## src/rtl/ide_pio_pkg.sv

```systemverilog
package ide_pio_pkg;

    typedef enum logic [1:0] {
        PH_IDLE   = 2'd0,
        PH_SETUP  = 2'd1,
        PH_ACTIVE = 2'd2,
        PH_RECOV  = 2'd3
    } pio_phase_e;

    localparam int FLD_SETUP = 0;
    localparam int FLD_ACT   = 1;
    localparam int FLD_REC   = 2;
    localparam int NUM_FLD   = 3;

endpackage

```

## src/rtl/ide_pio_rdy_sync.sv

```systemverilog
module ide_pio_rdy_sync #(
    parameter int STAGES = 2
) (
    input  logic clk,
    input  logic rst_n,
    input  logic async_in,
    output logic sync_out
);
    logic [STAGES-1:0] chain_q;

    generate
        if (STAGES == 1) begin : g_one
            always_ff @(posedge clk or negedge rst_n) begin
                if (!rst_n) chain_q <= '0;
                else        chain_q <= async_in;
            end
        end else begin : g_many
            always_ff @(posedge clk or negedge rst_n) begin
                if (!rst_n) chain_q <= '0;
                else        chain_q <= {chain_q[STAGES-2:0], async_in};
            end
        end
    endgenerate

    assign sync_out = chain_q[STAGES-1];
endmodule

```

## src/rtl/ide_pio_tim_sel.sv

```systemverilog
module ide_pio_tim_sel
    import ide_pio_pkg::*;
#(
    parameter int CNT_W   = 4,
    parameter int NUM_DRV = 2,
    parameter int DRV_W   = 1,
    localparam int TIM_W  = NUM_FLD * CNT_W
) (
    input  logic [DRV_W-1:0]         drive,
    input  logic                     is_cmd,
    input  logic                     fmt_sel,
    input  logic [TIM_W-1:0]         cmd_shared,
    input  logic [NUM_DRV*TIM_W-1:0] cmd_drv,
    input  logic [NUM_DRV*TIM_W-1:0] dat_drv,
    output logic [NUM_FLD-1:0][CNT_W-1:0] len
);
    logic [TIM_W-1:0] word;

    always_comb begin
        if (!is_cmd)
            word = dat_drv[drive*TIM_W +: TIM_W];
        else if (fmt_sel)
            word = cmd_drv[drive*TIM_W +: TIM_W];
        else
            word = cmd_shared;
    end

    generate
        for (genvar f = 0; f < NUM_FLD; f++) begin : g_fld
            logic [CNT_W-1:0] raw;
            assign raw    = word[f*CNT_W +: CNT_W];
            assign len[f] = (raw == '0) ? CNT_W'(1) : raw;
        end
    endgenerate
endmodule

```

## src/rtl/ide_pio_seq.sv

```systemverilog
module ide_pio_seq
    import ide_pio_pkg::*;
#(
    parameter int ADDR_W    = 3,
    parameter int DATA_W    = 16,
    parameter int CNT_W     = 4,
    parameter int NUM_DRV   = 2,
    parameter int SAMPLE_PT = 2,
    parameter int SYNC_STG  = 2,
    localparam int TIM_W    = NUM_FLD * CNT_W,
    localparam int DRV_W    = (NUM_DRV > 1) ? $clog2(NUM_DRV) : 1,
    localparam int EL_W     = $clog2(SAMPLE_PT + 2)
) (
    input  logic                     clk,
    input  logic                     rst_n,
    input  logic                     req_valid,
    input  logic [DRV_W-1:0]         req_drive,
    input  logic                     req_write,
    input  logic                     req_cmd,
    input  logic [ADDR_W-1:0]        req_addr,
    input  logic [DATA_W-1:0]        req_wdata,
    output logic                     busy,
    output logic                     done,
    output logic [DATA_W-1:0]        rdata,
    input  logic                     fmt_sel,
    input  logic [TIM_W-1:0]         cmd_tim_shared,
    input  logic [NUM_DRV*TIM_W-1:0] cmd_tim_drv,
    input  logic [NUM_DRV*TIM_W-1:0] dat_tim_drv,
    input  logic                     rst_ctl,
    output logic                     ide_rst_n,
    output logic [ADDR_W-1:0]        ide_addr,
    output logic                     ide_cs_n,
    output logic                     ide_dior_n,
    output logic                     ide_diow_n,
    output logic [DATA_W-1:0]        ide_dd_out,
    output logic                     ide_dd_oe,
    input  logic [DATA_W-1:0]        ide_dd_in,
    input  logic                     ide_iordy
);
    localparam logic [EL_W-1:0] SP_V = EL_W'(SAMPLE_PT);

    typedef struct packed {
        pio_phase_e         ph;
        logic [CNT_W-1:0]   cnt;
        logic [CNT_W-1:0]   act_m1;
        logic [CNT_W-1:0]   rec_m1;
        logic [EL_W-1:0]    el;
        logic               sampled;
        logic               stall;
        logic               wr;
        logic [ADDR_W-1:0]  addr;
        logic [DATA_W-1:0]  wdata;
        logic [DATA_W-1:0]  rdata;
        logic               done;
        logic               cs_n;
        logic               dior_n;
        logic               diow_n;
        logic               oe;
    } seq_t;

    seq_t q, d;

    logic rdy_s;
    logic [NUM_FLD-1:0][CNT_W-1:0] sel_len;
    logic rst_out_q;

    ide_pio_rdy_sync #(.STAGES(SYNC_STG)) u_sync (
        .clk      (clk),
        .rst_n    (rst_n),
        .async_in (ide_iordy),
        .sync_out (rdy_s)
    );

    ide_pio_tim_sel #(.CNT_W(CNT_W), .NUM_DRV(NUM_DRV), .DRV_W(DRV_W)) u_sel (
        .drive      (req_drive),
        .is_cmd     (req_cmd),
        .fmt_sel    (fmt_sel),
        .cmd_shared (cmd_tim_shared),
        .cmd_drv    (cmd_tim_drv),
        .dat_drv    (dat_tim_drv),
        .len        (sel_len)
    );

    logic sample_now;
    logic hold;

    always_comb begin
        d      = q;
        d.done = 1'b0;

        sample_now = (q.ph == PH_ACTIVE) && !q.sampled &&
                     ((q.el == SP_V) || (q.cnt == '0));
        hold       = q.stall ? !rdy_s : (sample_now && !rdy_s);

        unique case (q.ph)
            PH_IDLE: begin
                if (req_valid) begin
                    d.ph     = PH_SETUP;
                    d.cnt    = sel_len[FLD_SETUP] - 1'b1;
                    d.act_m1 = sel_len[FLD_ACT] - 1'b1;
                    d.rec_m1 = sel_len[FLD_REC] - 1'b1;
                    d.wr     = req_write;
                    d.addr   = req_addr;
                    d.wdata  = req_wdata;
                end
            end
            PH_SETUP: begin
                if (q.cnt == '0) begin
                    d.ph      = PH_ACTIVE;
                    d.cnt     = q.act_m1;
                    d.el      = '0;
                    d.sampled = 1'b0;
                    d.stall   = 1'b0;
                end else begin
                    d.cnt = q.cnt - 1'b1;
                end
            end
            PH_ACTIVE: begin
                if (q.el < SP_V)
                    d.el = q.el + 1'b1;
                if (sample_now) begin
                    d.sampled = 1'b1;
                    d.stall   = !rdy_s;
                end else if (q.stall && rdy_s) begin
                    d.stall = 1'b0;
                end
                if (q.cnt != '0) begin
                    d.cnt = q.cnt - 1'b1;
                end else if (!hold) begin
                    d.ph  = PH_RECOV;
                    d.cnt = q.rec_m1;
                    if (!q.wr)
                        d.rdata = ide_dd_in;
                end
            end
            PH_RECOV: begin
                if (q.cnt == '0) begin
                    d.ph   = PH_IDLE;
                    d.done = 1'b1;
                end else begin
                    d.cnt = q.cnt - 1'b1;
                end
            end
            default: d.ph = PH_IDLE;
        endcase

        d.cs_n   = (d.ph == PH_IDLE);
        d.dior_n = !((d.ph == PH_ACTIVE) && !d.wr);
        d.diow_n = !((d.ph == PH_ACTIVE) && d.wr);
        d.oe     = (d.ph != PH_IDLE) && d.wr;
    end

    always_ff @(posedge clk or negedge rst_n) begin
        if (!rst_n) begin
            q        <= '0;
            q.ph     <= PH_IDLE;
            q.cs_n   <= 1'b1;
            q.dior_n <= 1'b1;
            q.diow_n <= 1'b1;
        end else begin
            q <= d;
        end
    end

    // Drive reset follows software only; the block reset does not touch it.
    always_ff @(posedge clk) begin
        rst_out_q <= !rst_ctl;
    end

    assign busy       = (q.ph != PH_IDLE);
    assign done       = q.done;
    assign rdata      = q.rdata;
    assign ide_addr   = q.addr;
    assign ide_cs_n   = q.cs_n;
    assign ide_dior_n = q.dior_n;
    assign ide_diow_n = q.diow_n;
    assign ide_dd_out = q.wdata;
    assign ide_dd_oe  = q.oe;
    assign ide_rst_n  = rst_out_q;
endmodule

```

## config.mk

```make
export PLATFORM = sky130hd
export DESIGN_NAME = ide_pio_seq
export DESIGN_NICKNAME = d
export VERILOG_FILES = /design/src/rtl/ide_pio_pkg.sv /design/src/rtl/ide_pio_rdy_sync.sv /design/src/rtl/ide_pio_tim_sel.sv /design/src/rtl/ide_pio_seq.sv
export SDC_FILE = /design/constraint.sdc
export NUM_CORES = 1
export LEC_CHECK = 0
export ABC_AREA = 1
export CORE_MARGIN = 3
export CORE_UTILIZATION = 44
export CTS_BUF_LIST = sky130_fd_sc_hd__clkbuf_8 sky130_fd_sc_hd__clkbuf_16
export CTS_CLUSTER_DIAMETER = 50
export DETAILED_ROUTE_END_ITERATION = 8
export GPL_TIMING_DRIVEN = 0
export PLACE_DENSITY_LB_ADDON = 0.12
export SYNTH_ARGS = -nofsm -noshare
export SYNTH_HDL_FRONTEND = slang
export SYNTH_SLANG_ARGS = --single-unit
```

## constraint.sdc

```tcl
create_clock -name clk -period 2.2 [get_ports clk]
set_input_delay 0.33 -clock clk [delete_from_list [all_inputs] [get_ports clk]]
set_output_delay 0.33 -clock clk [all_outputs]
set_load 0.02 [all_outputs]
```

# [Word level (Yosys, flattened, before mapping)]
# Cells that the tools add are included.
[word_totals] ff_bits=62 inputBits=104 out_inout_bits=42 wordCells=97
[classes] addsub=5 n_mul=1 n_lt_le_gt_ge=1 eq_ne=12 shifts=2 n_mux=25 bitwise=3 reduce_logical=30
[ops] op="variable part select 24 x 6 -> 12 bit" n=2
[ops] op="two-way mux 20 bit" n=2
[ops] op="two-way mux 4 bit" n=7
[ops] op="two-way mux 12 bit" n=2
[ops] op="one-hot mux 6 bit (4 select lines)" n=1
[ops] op="logical NOT 4 bit" n=4
[ops] op="subtractor 4 x 1 -> 4 bit, second input constant" n=4
[ops] op="two-way mux 14 bit" n=1
[ops] op="AND reduction 3 bit" n=4
[ops] op="== test 2 bit, second input constant" n=4
[ops] op="two-way mux 2 bit" n=4
[ops] op="!= test 2 bit, second input constant" n=4
[ops] op="one-hot mux 4 bit (2 select lines)" n=1
[ops] op="logical AND 1 bit" n=7
[ops] op="logical NOT 1 bit" n=6
[ops] op="two-way mux 1 bit" n=6
[ops] op="two-way mux 6 bit" n=1
[ops] op="!= test 3 x 2 -> 1 bit, second input constant" n=2
[ops] op="nonzero test 2 bit" n=3
[ops] op="logical NOT 2 bit" n=2
[ops] op="AND reduction 4 bit" n=1
[ops] op="nonzero test 4 bit" n=1
[ops] op="multiplier 1 x 2 -> 3 bit, second input constant" n=1
[ops] op="inverter 1 bit" n=3
[ops] op="other kinds (6)" n=6

# [Depth between registers and ports, before layout]
# Gate-level depths: netlist of run 1.
[logic_depth] word_depth=12 mapped_depth=18

# [Hierarchy]
# A second synthesis of run 1 with hierarchy kept.
[unflattened] hier_cells=495 hier_area_um2=4000.1
[modules_own_cells] module="ide_pio_seq" instances=1 cells_each=340 area_each_um2=3263.1 seq_area_each_um2=1500.2
[modules_own_cells] module="ide_pio_tim_sel" instances=1 cells_each=153 area_each_um2=686.9 seq_area_each_um2=0.0
[modules_own_cells] module="ide_pio_rdy_sync" instances=1 cells_each=2 area_each_um2=50.0 seq_area_each_um2=50.0

# [Least setup slack after synthesis of run 1]
# No wires, ideal clock.
[synth_path] kind="input to register" startpoint="input port req_drive" endpoint="register q[55] (netlist name)" t_arrival_ps=1749 required_time_ps=2082 path_slack_ps=333 path_stages=17 path_cell_list="buf_4 -> inv_1 -> buf_4 -> nand2_1 -> nand3_1 -> nand3_1 -> nand2_1 -> nand3_1 -> nand2_1 -> inv_1 -> ha_1 -> inv_1 -> nand3_1 -> nand3_1 -> nand2_1 -> a21oi_1 -> nor2_1"
[synth_via] elab_chain_cells=9
[synth_lines] item="start: declaration" line="ide_pio_seq.sv:17" rtl="input logic [DRV_W-1:0] req_drive,"
[synth_lines] item="multiplier 1 x 2 -> 3 bit *" line="ide_pio_tim_sel.sv:21, ide_pio_tim_sel.sv:23"
[synth_lines] item="variable part select 24 x 6 -> 12 bit" line="ide_pio_tim_sel.sv:23" rtl="word = cmd_drv[drive*TIM_W +: TIM_W];"
[synth_lines] item="two-way mux 12 bit" line="ide_pio_tim_sel.sv:22" rtl="else if (fmt_sel)"
[synth_lines] item="two-way mux 12 bit *" line="ide_pio_tim_sel.sv:20" rtl="if (!is_cmd)"
[synth_lines] item="logical NOT 4 bit" line="ide_pio_tim_sel.sv:32" rtl="assign len[f] = (raw == '0) ? CNT_W'(1) : raw;"
[synth_lines] item="two-way mux 4 bit *" line="ide_pio_tim_sel.sv:32"
[synth_lines] item="subtractor 4 x 1 -> 4 bit *" line="ide_pio_seq.sv:99" rtl="d.cnt = sel_len[FLD_SETUP] - 1'b1;"
[synth_lines] item="two-way mux 14 bit *" line="ide_pio_seq.sv:97" rtl="if (req_valid) begin"
[synth_lines] item="one-hot mux 6 bit (4 select lines) *" line="ide_pio_seq.sv:95" rtl="unique case (q.ph)"
[synth_lines] item="end: declaration" line="ide_pio_seq.sv:61" rtl="seq_t q, d;"
# Mark *: on every way between the ends. The rest lies on a longest branch, timed or not. The select of a mux whose other input is x is not followed.
# A chain may end at the register's enable or synchronous reset.

# [Worst setup path after layout of run 1]
[layout_path] startpoint="register q[57] (netlist name)" endpoint="register q, in the netlist rdata[6]"
[layout_via] elab_chain_cells=7
[layout_lines] item="== test 2 bit *" line="ide_pio_seq.sv:91, ide_pio_seq.sv:95"
[layout_lines] item="logical AND 1 bit (2 in series)" line="ide_pio_seq.sv:91" rtl="sample_now = (q.ph == PH_ACTIVE) && !q.sampled &&"
[layout_lines] item="logical AND 1 bit" line="ide_pio_seq.sv:93" rtl="hold = q.stall ? !rdy_s : (sample_now && !rdy_s);"
[layout_lines] item="two-way mux 1 bit" line="ide_pio_seq.sv:93"
[layout_lines] item="inverter 1 bit (no source line)"
[layout_lines] item="AND reduction 4 bit (no source line) *"
# Mark *: on every way between the ends. The rest lies on a longest branch, timed or not.

==> results.md, run 1 <==
- CP startpoint kind: register
- Nets: 745
- TritonCTS Buffers: 9
- GPL Wtd Cong: 0.8850
- Largest cells by area after synthesis: dfrtp_1, nand2_1, buf_4
- Worst setup margin: 0.1534 ns
- Status: complete, no violations
- Die ar.: 9612 um2
- Synth unique cells: 33
- Htree depth: 3
- Core Rows: 32
- Initial antenna violation count: 0
- Synth Flop Type: dfrtp_1
- Sink Count: between 60 and 70
- CTS tree: built
- Hold buffer count at CTS: 0
- Crit path from: q[57]
- Worst-Skew Late Latency: 0.34 ns
- WL/cell: 13.50 um
- GRT Total Usage: about a fifth
- Die span in y: approximately 100 um
- Post-synthesis cell area: 3727 um2
- Fin crit share: 93.03%
- ANT nets after route: 0
- Area growth, synth to finish: 48.14%
- Reg2reg start: q[57]
- Yosys top cell area share: 38.94%
- Worst-path clk slew: 0.07 ns
- Final slew viol count: 0
- Core region area: 7968 um2
- Worst-path cell chain: inv_1 -> ha_2 -> inv_2 -> nor3_2 -> nand2_2 -> nand3_4 -> buf_6 -> mux2_4
- Placed insts: 721
- Critical Path RT: between 2 and 2.5 ns
- Sw frac: approximately 39%
- Cell Pwr Density: between 1000 and 1500 nW/um2
- Syn nets: 590
- Met3 wire len: 717 um
- Chip Width: 98.04 um
- Routed length on met1: between 4000 and 5000 um
- Largest net degree at the start of global routing: 33
- Slowest-stage cell, CP: dfrtp_1
- Clock root cell: clkbuf_8
- Average size of a mapped cell: 7.847 um2
- Sequential share of power: 29.0%
- Clock Skew: around 0.015 ns
- Max cap viols: 0
- Most frequent cell after synthesis: nand2_1
- Cell taking the most area after synthesis: dfrtp_1
- EDFF count, synth: 0
- Instance count of the mapped netlist: 475
- Setup_tns: 0 ns
- Lkg Pwr: 2.716 nW
- Antenna cells: 0
- Worst slew pin tran: 0.6786 ns
- Seq cells post-synth: 62
- Vias per cell: 4.848
- Initial Util: 46.78%
- Crit path max fanout: 10
- Worst path arrival time: between 2 and 2.5 ns
- Synth top cells by count: nand2_1, dfrtp_1, nand3_1, buf_4
- Min-Delay Path Class: in2async
- Non-Filler Instances: 737
- Psw: 2.685 mW
- Total Wirelength: 9948 um
- Async SR Flop Fraction: 98.39%
- Tmin final: 2.047 ns
- Vias in the first global route: 3591
- DRC: 0
- Category of the most critical setup path: reg2reg
- Fmax: ~0.49 GHz
- Clock share of power: 15.3%
- Share of cells above drive strength 1: between 10% and 20%
- Hold WS: 0.02480 ns
- Pre-CTS setup slack: -0.2699 ns
- PortBufs: approximately 140
- Highest routed layer: met4
- First DRT Iteration DRCs: approximately 150
- Rel. slew slack: 54.76%
- IR Drop Worst-Case VDD: approximately 0.65 mV
- First-pass GRT wire length: 16560 um
- Part of the power in combinational logic: 55.6%
- Hpwl dp: 7853 um
- Maximum clock insertion buffer count: 2
- GR Overflow Total: 0
- Final Hold Violating Endpoints: 0
- Total number of vias: 3573
- Synth warn: 0
- RSZ-0062 raised after global routing: false
- Worst Setup End Kind: register
- Internal: a little over 4 mW
- Metal2 WL: 4866 um
- 1st-pass router iterations: 4
- Final setup fails: 0
- Register area share after synthesis: 41.59%
- CP max stage delay: 0.41 ns
- Core Util, Final: around 69%
- Boundary Pins: 146
[routing by layer]
metal  vias to the layer above  track usage [%]
li1                       1793                -
met1                      1645            26.42
met2                       121            34.82
met3                        14            5.786
met4                         0            6.816
met5                         -                0
[state kept, by name, indices dropped and copies added (netlist names), 2 cells and up]
| signal | cells |
|---|---|
| ide_dd_out | 16 |
| rdata | 16 |
| u_sync.chain_q | 2 |
| ide_addr | 3 |
| q | 19 |
[critical path, delay by kind of cell (launching register included)]
kind	cells	cell delay [ns]
adders and majority gates	1	0.29
buffers and inverters	3	0.49
DFF	1	0.41
muxes	1	0.32
and+or+nand+nor	3	0.43
[layout by cell type, fill, tap and decap left out, types with 2 or more instances in the layout]
| master | synthesis | routed |
|---|---|---|
| a21oi_1 | 11 | 11 |
| inv_1 | 35 | 35 |
| a211oi_1 | 3 | 3 |
| xnor2_1 | 2 | 2 |
| or2_2 | 4 | 4 |
| nand3_1 | 39 | 39 |
| mux2_2 | 6 | 6 |
| a2bb2oi_1 | 2 | 2 |
| o21ai_0 | 35 | 34 |
| clkbuf_1 | 7 | 7 |
| nor2_1 | 27 | 26 |
| o21ai_1 | 2 | 3 |
| buf_2 | 5 | 5 |
| nand2_1 | 164 | 164 |
| clkbuf_8 | 0 | 10 |
| dlymetal6s2s_1 | 0 | 2 |
| clkinvlp_4 | 0 | 3 |
| dfstp_2 | 3 | 3 |
| buf_4 | 37 | 37 |
| clkdlybuf4s50_1 | 0 | 140 |
| dfrtp_1 | 58 | 58 |
| ha_1 | 11 | 10 |
| mux2_4 | 10 | 10 |
[final timing paths]
| check | slack (ns) | cells after the start | end |
|---|---|---|---|
| worst max-delay path | 0.15 | 8 | rdata[6] |
| worst min-delay path | 0.02 | 1 | q[55] |
| worst max register to register | 0.15 | 8 | rdata[6] |
| worst min register to register | 0.37 | 0 | u_sync.chain_q[1] |
| max in group asynchronous | 1.49 | 2 | ide_dior_n |
| min in group clk | 0.37 | 0 | u_sync.chain_q[1] |
[cells by family after synthesis]
kind of cell    synth area share [%]
xor+xnor                      0.7051
fa+ha+maj                      3.692
simple gates                   26.79
flops                          41.59
buf+inv                        12.86
compound gates                 8.527
mux                            5.841
[what timing repair did]
action | in CTS | in global routing
endpoints found under the setup margin | 0 | 18
resized for setup | 0 | 6
setup buffers | 0 | 0
[final cells by class]
class / instances / area, um2
inverter: 37 / 138.9
clock buffer: 10 / 137.6
clock inverter: 6 / 70.07
tap: 102 / 127.6
sequential: 62 / 1550
multi-input combinational: 326 / 1703
buffer: 50 / 342.8
timing repair buffer: 144 / 1451
fill: 631 / 2446
[power groups by stage]
stage                     clock network [mW]  registers (mW)  logic [mW]
after CTS                               1.07            1.97        3.80
after detailed placement                   0            1.98        3.77
final                                   1.04            1.98        3.79
after global routing                    1.12            2.04        4.17
after floorplan                            0            1.94        2.47
after global placement                     0            1.96        3.67
[through the flow]
stage / cell area, um2 / total power [mW]
detailed placement: 5301 / 5.756
floorplan: 3727 / 4.411
global route: 5522 / 7.326
CTS: 5509 / 6.835
finish: 5522 / 6.805
global placement: 5286 / 5.636
Note: power is estimated with default switching activity, not from simulation.
==> run 2: changes to the inputs <==
--- a/config.mk
+++ b/config.mk
@@ -10,6 +10,7 @@
 export CORE_UTILIZATION = 44
 export CTS_BUF_LIST = sky130_fd_sc_hd__clkbuf_8 sky130_fd_sc_hd__clkbuf_16
 export CTS_CLUSTER_DIAMETER = 50
+export CTS_CLUSTER_SIZE = 12
 export DETAILED_ROUTE_END_ITERATION = 8
 export GPL_TIMING_DRIVEN = 0
 export PLACE_DENSITY_LB_ADDON = 0.12
==> results of run 2 <==
The final DEF is identical to that of run 1; final timing and power are the same.
